$ cat src/rtl/clg_pkg.sv
package clg_pkg;

   // Bits needed to hold any value from 0 to max_val inclusive.
   function automatic int cnt_bits(input int max_val);
      return (max_val < 2) ? 1 : $clog2(max_val + 1);
   endfunction

   typedef enum logic [1:0] {
      CR_HOLD = 2'd0,
      CR_TAKE = 2'd1,
      CR_GIVE = 2'd2
   } credit_op_e;

endpackage

$ cat src/rtl/clg_credit_ctr.sv
module clg_credit_ctr
   import clg_pkg::*;
#(
   parameter int INIT = 32
)(
   input  logic                      clk,
   input  logic                      rst_n,
   input  logic                      take,
   input  logic                      give,
   output logic                      has_credit,
   output logic [cnt_bits(INIT)-1:0] level
);
   localparam int CW = cnt_bits(INIT);

   if (INIT < 1) begin : g_bad_init
      $error("clg_credit_ctr: INIT must be at least 1");
   end

   credit_op_e op;

   always_comb begin
      case ({take, give})
         2'b10:   op = CR_TAKE;
         2'b01:   op = CR_GIVE;
         default: op = CR_HOLD;   // idle, or take and give cancel
      endcase
   end

   always_ff @(posedge clk or negedge rst_n) begin
      if (!rst_n) begin
         level <= CW'(INIT);
      end else begin
         case (op)
            CR_TAKE: level <= level - 1'b1;
            CR_GIVE: level <= level + 1'b1;
            default: level <= level;
         endcase
      end
   end

   assign has_credit = (level != '0);

endmodule

$ cat src/rtl/clg_fifo.sv
module clg_fifo #(
   parameter int W     = 33,
   parameter int DEPTH = 32
)(
   input  logic         clk,
   input  logic         rst_n,
   input  logic         push,
   input  logic [W-1:0] wdata,
   input  logic         pop,
   output logic [W-1:0] rdata,
   output logic         full,
   output logic         empty
);
   localparam int AW   = (DEPTH < 2) ? 1 : $clog2(DEPTH);
   localparam int CW   = $clog2(DEPTH + 1);
   localparam bit POW2 = ((DEPTH & (DEPTH - 1)) == 0);

   if (DEPTH < 2) begin : g_bad_depth
      $error("clg_fifo: DEPTH must be at least 2");
   end
   if (W < 1) begin : g_bad_width
      $error("clg_fifo: W must be at least 1");
   end

   logic [W-1:0]  mem [DEPTH];
   logic [AW-1:0] wr_ptr, rd_ptr, wr_nxt, rd_nxt;
   logic [CW-1:0] count;
   logic          wr_en, rd_en;

   assign wr_en = push && !full;
   assign rd_en = pop && !empty;

   // Pointer advance: free wrap for power-of-two depth, compare otherwise.
   if (POW2) begin : g_pow2
      assign wr_nxt = wr_ptr + 1'b1;
      assign rd_nxt = rd_ptr + 1'b1;
   end else begin : g_wrap
      assign wr_nxt = (wr_ptr == AW'(DEPTH - 1)) ? '0 : wr_ptr + 1'b1;
      assign rd_nxt = (rd_ptr == AW'(DEPTH - 1)) ? '0 : rd_ptr + 1'b1;
   end

   always_ff @(posedge clk) begin
      if (wr_en) mem[wr_ptr] <= wdata;
   end

   always_ff @(posedge clk or negedge rst_n) begin
      if (!rst_n) begin
         wr_ptr <= '0;
         rd_ptr <= '0;
         count  <= '0;
      end else begin
         if (wr_en) wr_ptr <= wr_nxt;
         if (rd_en) rd_ptr <= rd_nxt;
         case ({wr_en, rd_en})
            2'b10:   count <= count + 1'b1;
            2'b01:   count <= count - 1'b1;
            default: count <= count;
         endcase
      end
   end

   assign full  = (count == CW'(DEPTH));
   assign empty = (count == '0);
   assign rdata = mem[rd_ptr];

endmodule

$ cat src/rtl/clg_delay_line.sv
module clg_delay_line #(
   parameter int W      = 35,
   parameter int STAGES = 3
)(
   input  logic         clk,
   input  logic         rst_n,
   input  logic [W-1:0] d,
   output logic [W-1:0] q
);
   if (STAGES < 0) begin : g_bad_stages
      $error("clg_delay_line: STAGES must not be negative");
   end

   if (STAGES == 0) begin : g_wire
      assign q = d;
   end else begin : g_pipe
      logic [W-1:0] stage [STAGES];

      always_ff @(posedge clk or negedge rst_n) begin
         if (!rst_n) begin
            for (int i = 0; i < STAGES; i++) stage[i] <= '0;
         end else begin
            stage[0] <= d;
            for (int i = 1; i < STAGES; i++) stage[i] <= stage[i-1];
         end
      end

      assign q = stage[STAGES-1];
   end

endmodule

$ cat src/rtl/credit_link_gateway.sv
module credit_link_gateway
   import clg_pkg::*;
#(
   parameter int DATA_W       = 32,
   parameter int REMOTE_DEPTH = 32,
   parameter int LOCAL_DEPTH  = 32,
   parameter int LINK_LAT     = 3
)(
   input  logic              clk,
   input  logic              rst_n,
   input  logic              tx_valid,
   input  logic [DATA_W-1:0] tx_data,
   input  logic              tx_ctrl,
   output logic              tx_ready,
   output logic              lnk_out_push,
   output logic              lnk_out_crel,
   output logic              lnk_out_ctrl,
   output logic [DATA_W-1:0] lnk_out_data,
   input  logic              lnk_in_push,
   input  logic              lnk_in_crel,
   input  logic              lnk_in_ctrl,
   input  logic [DATA_W-1:0] lnk_in_data,
   output logic              rx_valid,
   output logic [DATA_W-1:0] rx_data,
   output logic              rx_ctrl,
   input  logic              rx_pop
);
   localparam int CW      = cnt_bits(REMOTE_DEPTH);
   localparam int ENTRY_W = DATA_W + 1;
   localparam int BEAT_W  = DATA_W + 3;

   if (DATA_W < 1) begin : g_bad_data_w
      $error("credit_link_gateway: DATA_W must be at least 1");
   end
   if (REMOTE_DEPTH < 1) begin : g_bad_remote
      $error("credit_link_gateway: REMOTE_DEPTH must be at least 1");
   end
   if (LOCAL_DEPTH < 2) begin : g_bad_local
      $error("credit_link_gateway: LOCAL_DEPTH must be at least 2");
   end
   if (LINK_LAT < 0) begin : g_bad_lat
      $error("credit_link_gateway: LINK_LAT must not be negative");
   end

   // ---------------- send side ----------------
   logic          has_credit;
   logic [CW-1:0] credit_lvl;
   logic          send_fire;

   assign tx_ready  = has_credit;
   assign send_fire = tx_valid && has_credit;

   clg_credit_ctr #(
      .INIT (REMOTE_DEPTH)
   ) u_credit (
      .clk        (clk),
      .rst_n      (rst_n),
      .take       (send_fire),
      .give       (lnk_in_crel),
      .has_credit (has_credit),
      .level      (credit_lvl)
   );

   // ---------------- receive side ----------------
   logic               rx_full;
   logic               rx_empty;
   logic               pop_fire;
   logic [ENTRY_W-1:0] rx_entry;

   assign rx_valid = !rx_empty;
   assign pop_fire = rx_pop && !rx_empty;

   clg_fifo #(
      .W     (ENTRY_W),
      .DEPTH (LOCAL_DEPTH)
   ) u_rx_fifo (
      .clk   (clk),
      .rst_n (rst_n),
      .push  (lnk_in_push),
      .wdata ({lnk_in_ctrl, lnk_in_data}),
      .pop   (pop_fire),
      .rdata (rx_entry),
      .full  (rx_full),
      .empty (rx_empty)
   );

   assign rx_ctrl = rx_entry[ENTRY_W-1];
   assign rx_data = rx_entry[DATA_W-1:0];

   // ---------------- outgoing link beat ----------------
   // Beat layout: {push, credit release, ctrl, data}
   logic [BEAT_W-1:0] beat_in, beat_out;

   assign beat_in = {send_fire, pop_fire, tx_ctrl, tx_data};

   clg_delay_line #(
      .W      (BEAT_W),
      .STAGES (LINK_LAT)
   ) u_link_delay (
      .clk   (clk),
      .rst_n (rst_n),
      .d     (beat_in),
      .q     (beat_out)
   );

   assign lnk_out_push = beat_out[BEAT_W-1];
   assign lnk_out_crel = beat_out[BEAT_W-2];
   assign lnk_out_ctrl = beat_out[BEAT_W-3];
   assign lnk_out_data = beat_out[DATA_W-1:0];

endmodule

$ cat config.mk
export PLATFORM = sky130hd
export DESIGN_NAME = credit_link_gateway
export DESIGN_NICKNAME = d
export VERILOG_FILES = /design/src/rtl/clg_pkg.sv /design/src/rtl/clg_credit_ctr.sv /design/src/rtl/clg_fifo.sv /design/src/rtl/clg_delay_line.sv /design/src/rtl/credit_link_gateway.sv
export SDC_FILE = /design/constraint.sdc
export NUM_CORES = 1
export LEC_CHECK = 0
export ABC_AREA = 1
export ABC_CLOCK_PERIOD_IN_PS = 4100
export CAP_MARGIN = 0
export CELL_PAD_IN_SITES_DETAIL_PLACEMENT = 0
export CELL_PAD_IN_SITES_GLOBAL_PLACEMENT = 1
export CORE_MARGIN = 1.5
export CORE_UTILIZATION = 41
export DETAILED_ROUTE_END_ITERATION = 7
export HOLD_SLACK_MARGIN = 0.02
export PLACE_DENSITY_LB_ADDON = 0.1
export SKIP_CTS_REPAIR_TIMING = 1
export SLEW_MARGIN = 20
export SYNTH_ARGS = -nofsm -noshare
export SYNTH_HDL_FRONTEND = slang
export SYNTH_SLANG_ARGS = --single-unit
$ cat constraint.sdc
create_clock -name clk -period 4.1 [get_ports clk]
set_input_delay 0.615 -clock clk [delete_from_list [all_inputs] [get_ports clk]]
set_output_delay 0.615 -clock clk [all_outputs]
set_load 0.01 [all_outputs]
==> impl_metrics.py <==
metrics = {
    "run_status": {
        "status": "finished clean",
    },
    "placed_design": {
        "dp.cells": 5941,
        "portBuffers": 141,
        "place.gp.congestion": 0.765,
        "hpwl_mm": 71.9,
        "dp_slack_ns": 0.735,
    },
    "power": {
        "seqPwrFrac_pct": 36.7,
        "p_leak_nw": 22.8,
        "total_power_mw": 38.9,
        "power_switching_mw": 14.1,
        "comb_power_share_pct": 33.7,
        "clock_power_share_pct": 29.6,
        "ir_drop_uv": 482,
        "p_per_area_mw_per_mm2": 688,
        "swShare_pct": 36.3,
        "intPower_mw": 24.7,
    },
    "synth": {
        "ys_async_sr_fraction_pct": 10.7,
        "synth_top_cell_by_area": "edfxtp_1",
        "synthAdderAreaFrac_pct": 0.468,
        "synth_cell_type_count": 29,
        "synth_mux_area_share_pct": 0,
        "netlist_area_mm2": 0.0487,
        "synthCells": 4403,
        "synth_top_area_share_pct": 65.1,
        "synth-seq-area-share_pct": 71.6,
        "synth_nets": 4492,
        "synthTopCellsByArea": "edfxtp_1 65%, nand2_1 12%, nand3_1 6.7%, dfrtp_1 6.5%, inv_1 4.2%",
        "yosys_warnings": 0,
        "synth_edf_count": 1056,
        "synth_xor_area_share_pct": 0.198,
        "synth_top_family_by_area": "simple AND/OR/NAND/NOR gates",
        "synth_compound_area_share_pct": 1.36,
        "synth_ff_type": "edfxtp_1",
        "synth_seq_cells": 1183,
        "syn_area_per_cell_um2": 11.1,
        "synth_common_cells": "1504 x nand2_1, 1056 x edfxtp_1, 649 x nand3_1, 550 x inv_1, 156 x buf_2",
        "synth.most_common_cell": "nand2_1",
        "synth-simple-area-share_pct": 19.2,
    },
    "routing": {
        "drc": 0,
        "avgRoutedWirePerCell_um": 23.4,
        "wl_mm": 145,
        "drtIter0Drc": 2543,
        "ant_nets": 0,
        "vias": 31500,
        "vias_per_cell": 5.08,
        "first_pass_iters": 5,
    },
    "sta": {
        "timing.fmax_mhz": 252,
        "rsz0062_at_grt": "false",
        "period_needed_ns": 3.96,
        "tns_ns": 0,
        "period_share_pct": 96.7,
        "skew_ns": 0.0230,
        "worst_slack_ns": 0.135,
        "drv_slew": 0,
        "worst_pin_slew_ns": 1.07,
        "finalHoldViolCount": 0,
        "relSlewSlack_pct": 28.5,
        "setup_viol": 0,
    },
    "global_route": {
        "globalRouteOverflowTotal": 0,
        "grt_usage_pct": 23.9,
        "grt_pass1_wl_mm": 209,
        "antenna_found_initial": 15,
        "grt_pass1_vias": 30300,
        "grt_max_degree": 157,
    },
    "clock_network": {
        "clock_latency_ns": 0.75,
        "clock_tree.root_cell": "clkbuf_16",
        "cts_sinks": 1183,
        "htreeDepth": 4,
        "tritoncts": "built",
        "clkSlewWorstSetupHoldPaths_ns": 0.06,
        "cts_buffer_depth": 3,
        "cts_buffers": 135,
    },
    "floorplanning": {
        "die_h_um": 348,
        "die_x_um": 348,
        "start_util_pct": 41.3,
        "coreArea_mm2": 0.118,
        "rows": 126,
        "die-area_mm2": 0.121,
        "boundaryPins": 142,
    },
    "min_path": {
        "hold_class": "in2reg",
    },
    "worst_setup_path": {
        "cp.required_ns": 3.48,
        "cp-end-kind": "primary output",
        "criticalPathCategory": "reg2out",
        "path_max_fanout": 63,
        "cp.arrival_ns": 3.35,
        "start_kind": "flip-flop",
    },
    "final_layout": {
        "nFillCells": 10800,
        "stdcell_count": 6195,
        "drive_gt1_share_pct": 8.04,
        "syn2layout_area_growth_pct": 15.9,
        "fin_nets": 4640,
    },
    "flow_run": {
        "drv_cap": 0,
    },
}
==> power by group through the flow <==
stage               Sequential [mW]  Clock [mW]  Combinational [mW]
floorplan                      14.4           0                7.82
global placement               14.5           0                13.0
detailed placement             14.5           0                13.0
CTS                            14.3        11.8                13.1
global route                   14.3        12.2                14.5
finish                         14.3        11.5                13.1
==> cells in the final DEF, fill, tap and decap left out, types with 2 or more instances in the layout <==
cell type	count
inv_1	548
diode_2	6
buf_6	4
nor2_4	8
inv_2	2
clkinvlp_4	2
xor2_1	6
buf_16	3
ha_1	15
clkbuf_8	7
dfrtp_1	122
nor3_2	24
clkbuf_16	142
buf_2	21
xnor2_1	5
o21ai_0	7
bufinv_16	5
nand3_1	649
clkinv_2	18
clkinv_1	25
clkbuf_1	38
nand2_1	1503
nor2_1	76
inv_6	6
edfxtp_1	1056
dfrtp_4	3
fa_1	2
o211ai_1	33
buf_12	34
a21oi_1	70
buf_4	82
clkdlybuf4s50_1	118
clkinv_8	3
==> critical path, cell delays in order, from the launching register on <==
cell             delay [ns]
dfrtp_4                0.60
buf_12                 0.19
buf_4                  0.15
clkbuf_16              0.26
nand2_1                0.12
nand3_1                0.07
a21oi_1                0.21
nor2_1                 0.06
nand2_1                0.09
nand2_1                0.11
inv_1                  0.07
clkdlybuf4s50_1        0.63
==> through the flow <==
stage          instance area [um^2]  hold WS (ns)  utilization (%)
2_1_floorplan                 48700         0.319                -
3_3_place_gp                  52200         0.331             44.3
3_5_place_dp                  52200         0.335             44.3
4_1_cts                       56400       -0.0612             47.8
5_1_grt                       56500         0.282             47.9
6_report                      56500         0.300             47.9
==> layout make-up <==
cell class	count	area [um^2]	area share, %
diodes	6	15.0	0.0266
clock buffers	185	3740	6.63
clock inverters	54	433	0.767
inverters	558	2140	3.79
multi-input cells	2406	10500	18.6
flip-flops and latches	1183	34900	61.8
well taps	1536	1920	3.40
repair buffers	266	2780	4.92
repair inverters	1	11.3	0.0199
==> registers in the layout, summed over array words and instances (netlist names) <==
signal and cells:
u_credit.level 6, u_link_delay.g_pipe.stage 70, u_link_delay.q 35, u_rx_fifo.count 6, u_rx_fifo.mem 1056, u_rx_fifo.rd_ptr 5
u_rx_fifo.wr_ptr 5
==> layer usage <==
layer	vias to the layer above	global-route usage [%]	routed length, um
met5	-	0	40
li1	14800	-	-
met2	850	38.8	68700
met3	207	4.04	8060
met1	15600	33.0	64100
met4	8	7.28	3700
==> path summary, 6_finish.rpt <==
kind                                                 from                              to  slack [ns]  depth (start not counted)
min reg2reg                u_link_delay.g_pipe.stage[103]   u_link_delay.g_pipe.stage[68]        0.34                          0
min in group asynchronous                           rst_n   u_link_delay.g_pipe.stage[81]        0.51                          2
min                                               tx_ctrl  u_link_delay.g_pipe.stage[102]        0.30                          1
max                                   u_rx_fifo.rd_ptr[0]                     rx_data[15]        0.14                         11
max reg2reg                            u_rx_fifo.count[0]              u_rx_fifo.count[5]        1.45                         17
max in group asynchronous                           rst_n   u_link_delay.g_pipe.stage[66]        2.76                          3
==> cell families (layout without fill, tap and decap cells) <==
logic type | count (synthesis) | after routing
and+or+nand+nor | 2263 | 2263
adders and majority gates | 17 | 17
xor gates and xnor gates | 11 | 11
buffers and inverters | 814 | 1064
AOI/OAI and AO/OA | 115 | 115
other | 0 | 6
DFF | 1183 | 1183
Note: power is estimated with default switching activity, not from simulation.
